==> src/rtl/evt_timer_pkg.sv <==
package evt_timer_pkg;

  // Register byte offsets. Decoded by the register file.
  localparam logic [7:0] OFS_MATCH  = 8'h00;
  localparam logic [7:0] OFS_COUNT  = 8'h04;
  localparam logic [7:0] OFS_ENABLE = 8'h08;
  localparam logic [7:0] OFS_CLEAR  = 8'h0C;
  localparam logic [7:0] OFS_CLKCTL = 8'h10;
  localparam logic [7:0] OFS_STATUS = 8'h14;

  // Clock-control code that selects the divide-by-four prescaler.
  localparam logic [1:0] CLK_DIV4_CODE = 2'd3;

  // Position of the clear-pending flag in the status register.
  localparam int STS_PEND_BIT = 10;

  // Strobes handed from the register file to the counting datapath.
  typedef struct packed {
    logic enable;      // counting allowed
    logic clrOnMatch;  // return to zero after the match value
    logic div4;        // prescale timer clock by four
    logic clrToggle;   // flips once per clear request
  } tmr_ctrl_t;

endpackage

==> src/rtl/evt_timer_tick_sync.sv <==
// Brings the asynchronous timer clock into clk and marks each rising edge
// with a single-cycle tick.
module evt_timer_tick_sync #(
  parameter int SYNC_STAGES = 2
) (
  input  logic clk,
  input  logic rstN,
  input  logic tmrClkIn,
  output logic tick
);
  localparam int LAST = SYNC_STAGES;

  logic [LAST:0] syncQ;

  always_ff @(posedge clk) begin
    if (!rstN) syncQ[0] <= 1'b0;
    else       syncQ[0] <= tmrClkIn;
  end

  for (genvar i = 1; i <= LAST; i++) begin : g_stage
    always_ff @(posedge clk) begin
      if (!rstN) syncQ[i] <= 1'b0;
      else       syncQ[i] <= syncQ[i-1];
    end
  end

  assign tick = syncQ[LAST-1] & ~syncQ[LAST];
endmodule

==> src/rtl/evt_timer_core.sv <==
// Timer-domain datapath: prescaler, counter, match compare, clear acknowledge.
module evt_timer_core
  import evt_timer_pkg::*;
#(
  parameter int DATA_W      = 32,
  parameter int SYNC_STAGES = 2,
  parameter int PRE_W       = 2
) (
  input  logic              clk,
  input  logic              rstN,
  input  logic              tmrClkIn,
  input  tmr_ctrl_t         ctrlS,
  input  logic [DATA_W-1:0] matchVal,
  output logic [DATA_W-1:0] count,
  output logic              clrAck,
  output logic              irqPulse
);
  localparam logic [PRE_W-1:0] PRE_MAX = {PRE_W{1'b1}};

  logic              tick;
  logic [PRE_W-1:0]  preCnt;
  logic [PRE_W-1:0]  preLimit;
  logic              clrNow;
  logic              preWrap;
  logic              advance;
  logic [DATA_W-1:0] nextCount;

  evt_timer_tick_sync #(.SYNC_STAGES(SYNC_STAGES)) sync_i (
    .clk      (clk),
    .rstN     (rstN),
    .tmrClkIn (tmrClkIn),
    .tick     (tick)
  );

  always_comb begin
    preLimit  = ctrlS.div4 ? PRE_MAX : '0;
    clrNow    = tick && (ctrlS.clrToggle != clrAck);
    preWrap   = (preCnt >= preLimit);
    advance   = tick && ctrlS.enable && preWrap && !clrNow;
    if (ctrlS.clrOnMatch && (count == matchVal)) nextCount = '0;
    else                                         nextCount = count + DATA_W'(1);
  end

  always_ff @(posedge clk) begin
    if (!rstN) begin
      preCnt   <= '0;
      count    <= '0;
      clrAck   <= 1'b0;
      irqPulse <= 1'b0;
    end else begin
      irqPulse <= advance && (nextCount == matchVal);
      if (clrNow) begin
        preCnt <= '0;
        count  <= '0;
        clrAck <= ctrlS.clrToggle;
      end else if (tick && ctrlS.enable) begin
        preCnt <= preWrap ? '0 : preCnt + PRE_W'(1);
        if (advance) count <= nextCount;
      end
    end
  end
endmodule

==> src/rtl/evt_timer_regs.sv <==
// Bus-side register file, clear request toggle and acknowledge synchroniser.
module evt_timer_regs
  import evt_timer_pkg::*;
#(
  parameter int DATA_W      = 32,
  parameter int ADDR_W      = 8,
  parameter int SYNC_STAGES = 2
) (
  input  logic              clk,
  input  logic              rstN,
  input  logic              busSel,
  input  logic              busWr,
  input  logic [ADDR_W-1:0] busAddr,
  input  logic [DATA_W-1:0] busWdata,
  output logic [DATA_W-1:0] busRdata,
  input  logic [DATA_W-1:0] count,
  input  logic              clrAck,
  output tmr_ctrl_t         ctrlS,
  output logic [DATA_W-1:0] matchVal,
  output logic              clrPending
);
  localparam logic [ADDR_W-1:0] A_MATCH  = ADDR_W'(OFS_MATCH);
  localparam logic [ADDR_W-1:0] A_COUNT  = ADDR_W'(OFS_COUNT);
  localparam logic [ADDR_W-1:0] A_ENABLE = ADDR_W'(OFS_ENABLE);
  localparam logic [ADDR_W-1:0] A_CLEAR  = ADDR_W'(OFS_CLEAR);
  localparam logic [ADDR_W-1:0] A_CLKCTL = ADDR_W'(OFS_CLKCTL);
  localparam logic [ADDR_W-1:0] A_STATUS = ADDR_W'(OFS_STATUS);
  localparam int LAST = SYNC_STAGES - 1;

  logic [1:0]    enableReg;
  logic [1:0]    clkCtlReg;
  logic          clrReq;
  logic [LAST:0] ackSync;
  logic          wrEn;

  assign wrEn = busSel && busWr;

  always_ff @(posedge clk) begin
    if (!rstN) begin
      matchVal  <= '0;
      enableReg <= '0;
      clkCtlReg <= '0;
      clrReq    <= 1'b0;
    end else if (wrEn) begin
      case (busAddr)
        A_MATCH:  matchVal  <= busWdata;
        A_ENABLE: enableReg <= busWdata[1:0];
        A_CLKCTL: clkCtlReg <= busWdata[1:0];
        // A request already in flight will zero the count anyway.
        A_CLEAR:  if (!clrPending) clrReq <= ~clrReq;
        default:  ;
      endcase
    end
  end

  always_ff @(posedge clk) begin
    if (!rstN) ackSync[0] <= 1'b0;
    else       ackSync[0] <= clrAck;
  end

  for (genvar i = 1; i <= LAST; i++) begin : g_ack
    always_ff @(posedge clk) begin
      if (!rstN) ackSync[i] <= 1'b0;
      else       ackSync[i] <= ackSync[i-1];
    end
  end

  assign clrPending = clrReq ^ ackSync[LAST];

  always_comb begin
    ctrlS.enable     = enableReg[0];
    ctrlS.clrOnMatch = enableReg[1];
    ctrlS.div4       = (clkCtlReg == CLK_DIV4_CODE);
    ctrlS.clrToggle  = clrReq;
  end

  always_comb begin
    busRdata = '0;
    case (busAddr)
      A_MATCH:  busRdata = matchVal;
      A_COUNT:  busRdata = count;
      A_ENABLE: busRdata[1:0] = enableReg;
      A_CLKCTL: busRdata[1:0] = clkCtlReg;
      A_STATUS: busRdata[STS_PEND_BIT] = clrPending;
      default:  busRdata = '0;
    endcase
  end
endmodule

==> src/rtl/evt_match_timer.sv <==
module evt_match_timer
  import evt_timer_pkg::*;
#(
  parameter int DATA_W      = 32,
  parameter int ADDR_W      = 8,
  parameter int SYNC_STAGES = 2
) (
  input  logic              clk,
  input  logic              rstN,
  input  logic              tmrClkIn,
  input  logic              busSel,
  input  logic              busWr,
  input  logic [ADDR_W-1:0] busAddr,
  input  logic [DATA_W-1:0] busWdata,
  output logic [DATA_W-1:0] busRdata,
  output logic              irq
);
  tmr_ctrl_t         ctrlS;
  logic [DATA_W-1:0] matchVal;
  logic [DATA_W-1:0] tmrCount;
  logic              clrAck;
  logic              clrPending;

  evt_timer_regs #(
    .DATA_W(DATA_W), .ADDR_W(ADDR_W), .SYNC_STAGES(SYNC_STAGES)
  ) regs_i (
    .clk        (clk),
    .rstN       (rstN),
    .busSel     (busSel),
    .busWr      (busWr),
    .busAddr    (busAddr),
    .busWdata   (busWdata),
    .busRdata   (busRdata),
    .count      (tmrCount),
    .clrAck     (clrAck),
    .ctrlS      (ctrlS),
    .matchVal   (matchVal),
    .clrPending (clrPending)
  );

  evt_timer_core #(
    .DATA_W(DATA_W), .SYNC_STAGES(SYNC_STAGES)
  ) core_i (
    .clk      (clk),
    .rstN     (rstN),
    .tmrClkIn (tmrClkIn),
    .ctrlS    (ctrlS),
    .matchVal (matchVal),
    .count    (tmrCount),
    .clrAck   (clrAck),
    .irqPulse (irq)
  );
endmodule

==> config.mk <==
export PLATFORM = sky130hd
export DESIGN_NAME = evt_match_timer
export DESIGN_NICKNAME = d
export VERILOG_FILES = /design/src/rtl/evt_timer_pkg.sv /design/src/rtl/evt_timer_tick_sync.sv /design/src/rtl/evt_timer_core.sv /design/src/rtl/evt_timer_regs.sv /design/src/rtl/evt_match_timer.sv
export SDC_FILE = /design/constraint.sdc
export NUM_CORES = 1
export LEC_CHECK = 0
export BUFFER_PORTS_ARGS = -buffer_cell sky130_fd_sc_hd__buf_2
export CORE_MARGIN = 2
export CORE_UTILIZATION = 23
export CTS_CLUSTER_DIAMETER = 40
export DETAILED_ROUTE_END_ITERATION = 7
export PLACE_DENSITY = 0.44
export SYNTH_ARGS = -nofsm -noshare
export SYNTH_HDL_FRONTEND = slang
export SYNTH_HIERARCHICAL = 1
export SYNTH_SLANG_ARGS = --single-unit
==> constraint.sdc <==
create_clock -name clk -period 7.75 [get_ports clk]
set_input_delay 1.55 -clock clk [delete_from_list [all_inputs] [get_ports clk]]
set_output_delay 1.55 -clock clk [all_outputs]
set_load 0.03 [all_outputs]
# ---- Word-level counts from Yosys, hierarchy flattened
# Cells that the tools add are included.
dict set report classes {
  bitwise_logic 6
  n_eq_ne 9
  n_lt_le_gt_ge 1
  n_addsub 2
  muxes 7
  reduce_logical 15
}
# cell count
set ops {}
lappend ops {{equality test 32 bit} 2}
lappend ops {{case mux 21 bit (2 select lines)} 1}
lappend ops {{adder 32 x 1 -> 32 bit, second input constant} 1}
lappend ops {{two-way mux 32 bit} 1}
lappend ops {{equality test 8 x 4 -> 1 bit, second input constant} 2}
lappend ops {{equality test 8 x 5 -> 1 bit, second input constant} 2}
lappend ops {{case mux 8 bit (2 select lines)} 1}
lappend ops {{equality test 8 x 3 -> 1 bit, second input constant} 1}
lappend ops {{logical NOT 8 bit} 1}
lappend ops {{case mux 2 bit (4 select lines)} 1}
lappend ops {{AND reduction 2 bit} 4}
lappend ops {{logical AND 1 bit} 7}
lappend ops {{two-way mux 2 bit} 2}
lappend ops {{inverter 1 bit} 4}
lappend ops {{case mux 1 bit (3 select lines)} 1}
lappend ops {{AND reduction 3 bit} 1}
lappend ops {{adder 2 x 1 -> 2 bit, second input constant} 1}
lappend ops {{equality test 2 bit, second input constant} 1}
lappend ops {{>= comparator 2 bit} 1}
lappend ops {{OR reduction 2 bit} 1}
lappend ops {{AND 1 bit} 1}
lappend ops {{logical NOT 1 bit} 1}
lappend ops {{inequality test 1 bit} 1}
lappend ops {{bitwise XOR 1 bit} 1}
dict set report word_totals {
  regBits 78
  input_bits 45
}

# ---- Depth between registers and ports, before layout
dict set report logic_depth {
  depth_word 6
  ltp_mapped 11
  depth_no_buf 10
}

# ---- Modules after synthesis
# Netlist, hierarchy kept.
# module seq_area_each_um2 cells_per_inst instances area_each_um2
set modules_own_cells {}
lappend modules_own_cells {evt_timer_core 720.7 421 1 3194.3}
lappend modules_own_cells {evt_timer_regs 780.7 223 1 2064.5}
lappend modules_own_cells {evt_timer_tick_sync 60.1 7 1 92.6}

# ---- Worst setup path before layout
# OpenSTA, ideal clock, no wires.
dict set report synth_path {
  path_type {input -> output}
  startpoint {in busAddr[4]}
  endpoint {out busRdata[0]}
  t_arrival_ns 3.033
  t_required_ns 6.200
  n_path_buf 2
  setup_slack_ns 3.167
  cell_stages 5
  cell_sequence {buf_6 > or4_4 > nor4_4 > buf_6 > a221o_1}
}
dict set report synth_via {
  elab_chain_cells 2
}
# item line
set synth_lines {}
lappend synth_lines {{from (decl)} evt_match_timer.sv:13} ;# input logic [ADDR_W-1:0] busAddr,
lappend synth_lines {{equality test 8 x 5 -> 1 bit, or another cell as far along} evt_timer_regs.sv:79} ;# case (busAddr)
lappend synth_lines {{case mux 2 bit (4 select lines) (*)} evt_timer_regs.sv:79}
lappend synth_lines {{to (decl)} evt_match_timer.sv:15} ;# output logic [DATA_W-1:0] busRdata,
# Mark *: on every way between the ends. The rest lies on a longest branch, timed or not.

# ---- Final worst setup path
# Same ends and word-level chain as after synthesis.

==> results.yml <==
timing:
  final.setup.worst_slack_ns: 2.88
  final-max-slew-violation-count: 0
  worst_pin_slew_ns: 0.840
  timing.hold.ws_ns: 0.429
  slew_headroom_pct: 44.0
  rsz0062_at_grt: "false"
  period_share_pct: 62.8
  period_needed_ns: 4.87
  tns_ns: 0
  hold_viol: 0
  fin_worst_skew_ns: 0.0115
  fmax_mhz: 205
  setup_viol: 0
clocking:
  cts-buffers-inserted: 9
  cts_tree: "built"
  cts.htree.levels: 3
  cts_setup_buffers: 0
  worst_skew_pair.late_latency_ns: 0.36
  cts.path.max_buffers: 2
  cts_resized: 0
  worst_setup_hold_path_clk_slew_ns: 0.07
  root_buffer: "clkbuf_16"
  cts.sinks: 78
  cts_hold_buf: 0
run_status:
  status: "complete, no violations"
global_routing:
  grt_pass1_vias: 4840
  grt_first_pass_wirelength_um: 29900
  grt_start_max_net_pins: 76
  grt_overflow: 0
  antenna_found_initial: 0
  grt_usage_pct: 16.2
route:
  vias_per_cell: 5.00
  drt.antenna.violating_nets: 0
  wl_met1_um: 9030
  route.met3.wl_um: 856
  drc: 0
  vias: 4938
  highest-signal-layer: "met4"
  route.met2.wl_um: 9030
  wl_per_cell_um: 19.5
  drt_wl_total_um: 19300
  first_pass_iters: 5
  drtIter0Drc: 415
final_layout:
  drive_gt1_share_pct: 19.9
  regArea_um2: 1560
  stdcell_count: 987
  antenna_cells: 0
  num-fill-cells: 2527
  fin_nets: 746
  multi_input_area_um2: 3500
  area_growth_pct: 16.5
synth:
  synth.avg_cell_area_um2: 8.22
  synth_top_area_share_pct: 29.2
  netlist_top_cells_area: "dfxtp_1, xor2_1, mux2i_1"
  synthesis.area_um2: 5350
  synth_area_leader_cell: "dfxtp_1"
  synth_async_sr_flop_share_pct: 0
  synthMostInstantiatedCell: "nand2_1"
  ys_ff_latch: 78
  ys.flop_type: "dfxtp_1"
  synth_cells: 651
  post_synth_num_cell_types: 74
  ys_warn_count: 6
  ys_seq_area_share_pct: 29.2
  synth-edff-count: 0
  ys_top_cells_by_count: "nand2_1, dfxtp_1, xor2_1, mux2i_1, a21oi_1"
  synthesis.nets: 700
setup_path:
  path_max_fanout: 31
  arrival_ns: 3.32
  r2r-start: "core_i/count[0]"
  cp-startpoint: "busAddr[4]"
  crit_chain: "buf_2, or4_4, nor4_4, buf_4, a221o_1, buf_2"
  rrSetupSlack_ns: 3.89
  critPathKind: "in2out"
  cp-start-kind: "input port"
  cp-end-kind: "output port"
  slowest_stage: "or4_4"
  regToRegEndpoint: "core_i/irqPulse"
  crit_top_cell: "buf_2"
  worst_ep_required_time_ns: 6.20
  crit_path_max_incr_delay_ns: 0.57
  crit_path_end: "busRdata[0]"
  rr_worst_depth: 9
placement:
  portBuffers: 77
  place_congestion: 0.871
  place_ws_ns: 2.84
  dp_hpwl_um: 13900
  dp_cells: 971
power_and_ir_drop:
  irDropWorstVdd_uv: 120
  p_leak_nw: 2.47
  powerDensity_nw_per_um2: 149
floorplan:
  rows: 55
  fp.dieW_um: 157
  start_util_pct: 23.6
  die_y_um: 157
  core_area_um2: 22700
  die_area_um2: 24500
  ios: 78
min_path:
  hold_class: "reg2reg"
job:
  drv_cap: 0
[report_power, final]
| group | switching [W] | total (W) | internal [W] |
|---|---|---|---|
| Combinational | 0.0000210 | 0.0000349 | 0.0000139 |
| Sequential | 0.000000579 | 0.000402 | 0.000401 |
| Clock | 0.000202 | 0.000493 | 0.000291 |
[cell usage in the layout, fill, tap and decap left out, types with 3 or more instances in the layout]
master and count:
nor4_1 21, a22oi_1 5, nor3_1 22, xnor2_1 18
and3_1 7, nor4_4 4, o22a_1 3, a21oi_1 38
ha_1 4, buf_4 8, and2_1 7, nor2b_1 3
a22o_1 23, clkbuf_16 9, nand3_1 16, nand2_1 102
inv_8 3, or3_1 9, a22o_2 9, xor2_1 46
inv_1 8, o22ai_1 5, o21ai_0 30, a222oi_1 3
mux2i_1 39, and4_1 3, nand3b_1 10, buf_2 77
dfxtp_1 78, nand4_1 10, nor2_1 27
[registers in the layout, summed over array words and instances, names as in the netlist]
register,count
core_i/clrAck,1
core_i/count,32
core_i/irqPulse,1
core_i/preCnt,2
core_i/sync_i/syncQ,3
regs_i/ackSync,2
regs_i/clkCtlReg,2
regs_i/clrReq,1
regs_i/enableReg,2
regs_i/matchVal,32
[how the worst min path moves through the flow]
stage	startpoint	end	slack (ns)	cells after the start
after floorplan	core_i/sync_i/syncQ[0]	core_i/sync_i/syncQ[1]	0.41	1
after global placement	regs_i/ackSync[0]	regs_i/ackSync[1]	0.42	1
after detailed placement	core_i/sync_i/syncQ[0]	core_i/sync_i/syncQ[1]	0.42	1
after CTS	core_i/sync_i/syncQ[0]	core_i/sync_i/syncQ[1]	0.44	1
after global routing	core_i/sync_i/syncQ[0]	core_i/sync_i/syncQ[1]	0.45	1
final	core_i/sync_i/syncQ[0]	core_i/sync_i/syncQ[1]	0.43	1
[kinds of logic after synthesis]
family                   share of synthesized area (%)
AO/OA/AOI/OAI                                     17.3
adder cells (fa/ha/maj)                          0.935
XOR/XNOR                                          10.8
buffers and inverters                             5.73
AND/OR/NAND/NOR                                   28.6
flip-flops                                        29.2
multiplexers                                      7.51
[stage by stage]
stage / power [W] / util [%] / cell area (um2)
2_1_floorplan: 0.000429 / - / 5350
3_3_place_gp: 0.000447 / 26.0 / 5900
3_5_place_dp: 0.000447 / 26.0 / 5900
4_1_cts: 0.000943 / 27.4 / 6230
5_1_grt: 0.000965 / 27.4 / 6230
6_report: 0.000929 / 27.4 / 6230
[layout make-up]
class,instances,share of cell area [%]
clock buffers,9,3.61
inverters,8,0.482
clock inverters,7,1.79
flip-flops and latches,78,25.1
repair buffers,85,7.15
multi-input cells,515,56.2
well taps,285,5.72
[metal layers]
metal | global-route usage (%) | vias to the layer above
met4 | 4.50 | 0
met2 | 26.6 | 135
li1 | - | 2459
met3 | 2.91 | 28
met5 | 0 | -
met1 | 21.9 | 2316
[worst max-delay path: cells and delay by family]
family / cells / cell delay [ns]
compound gates: 1 / 0.23
simple gates: 2 / 0.79
buf+inv: 3 / 0.75
Power figures use the tool's default switching activity.
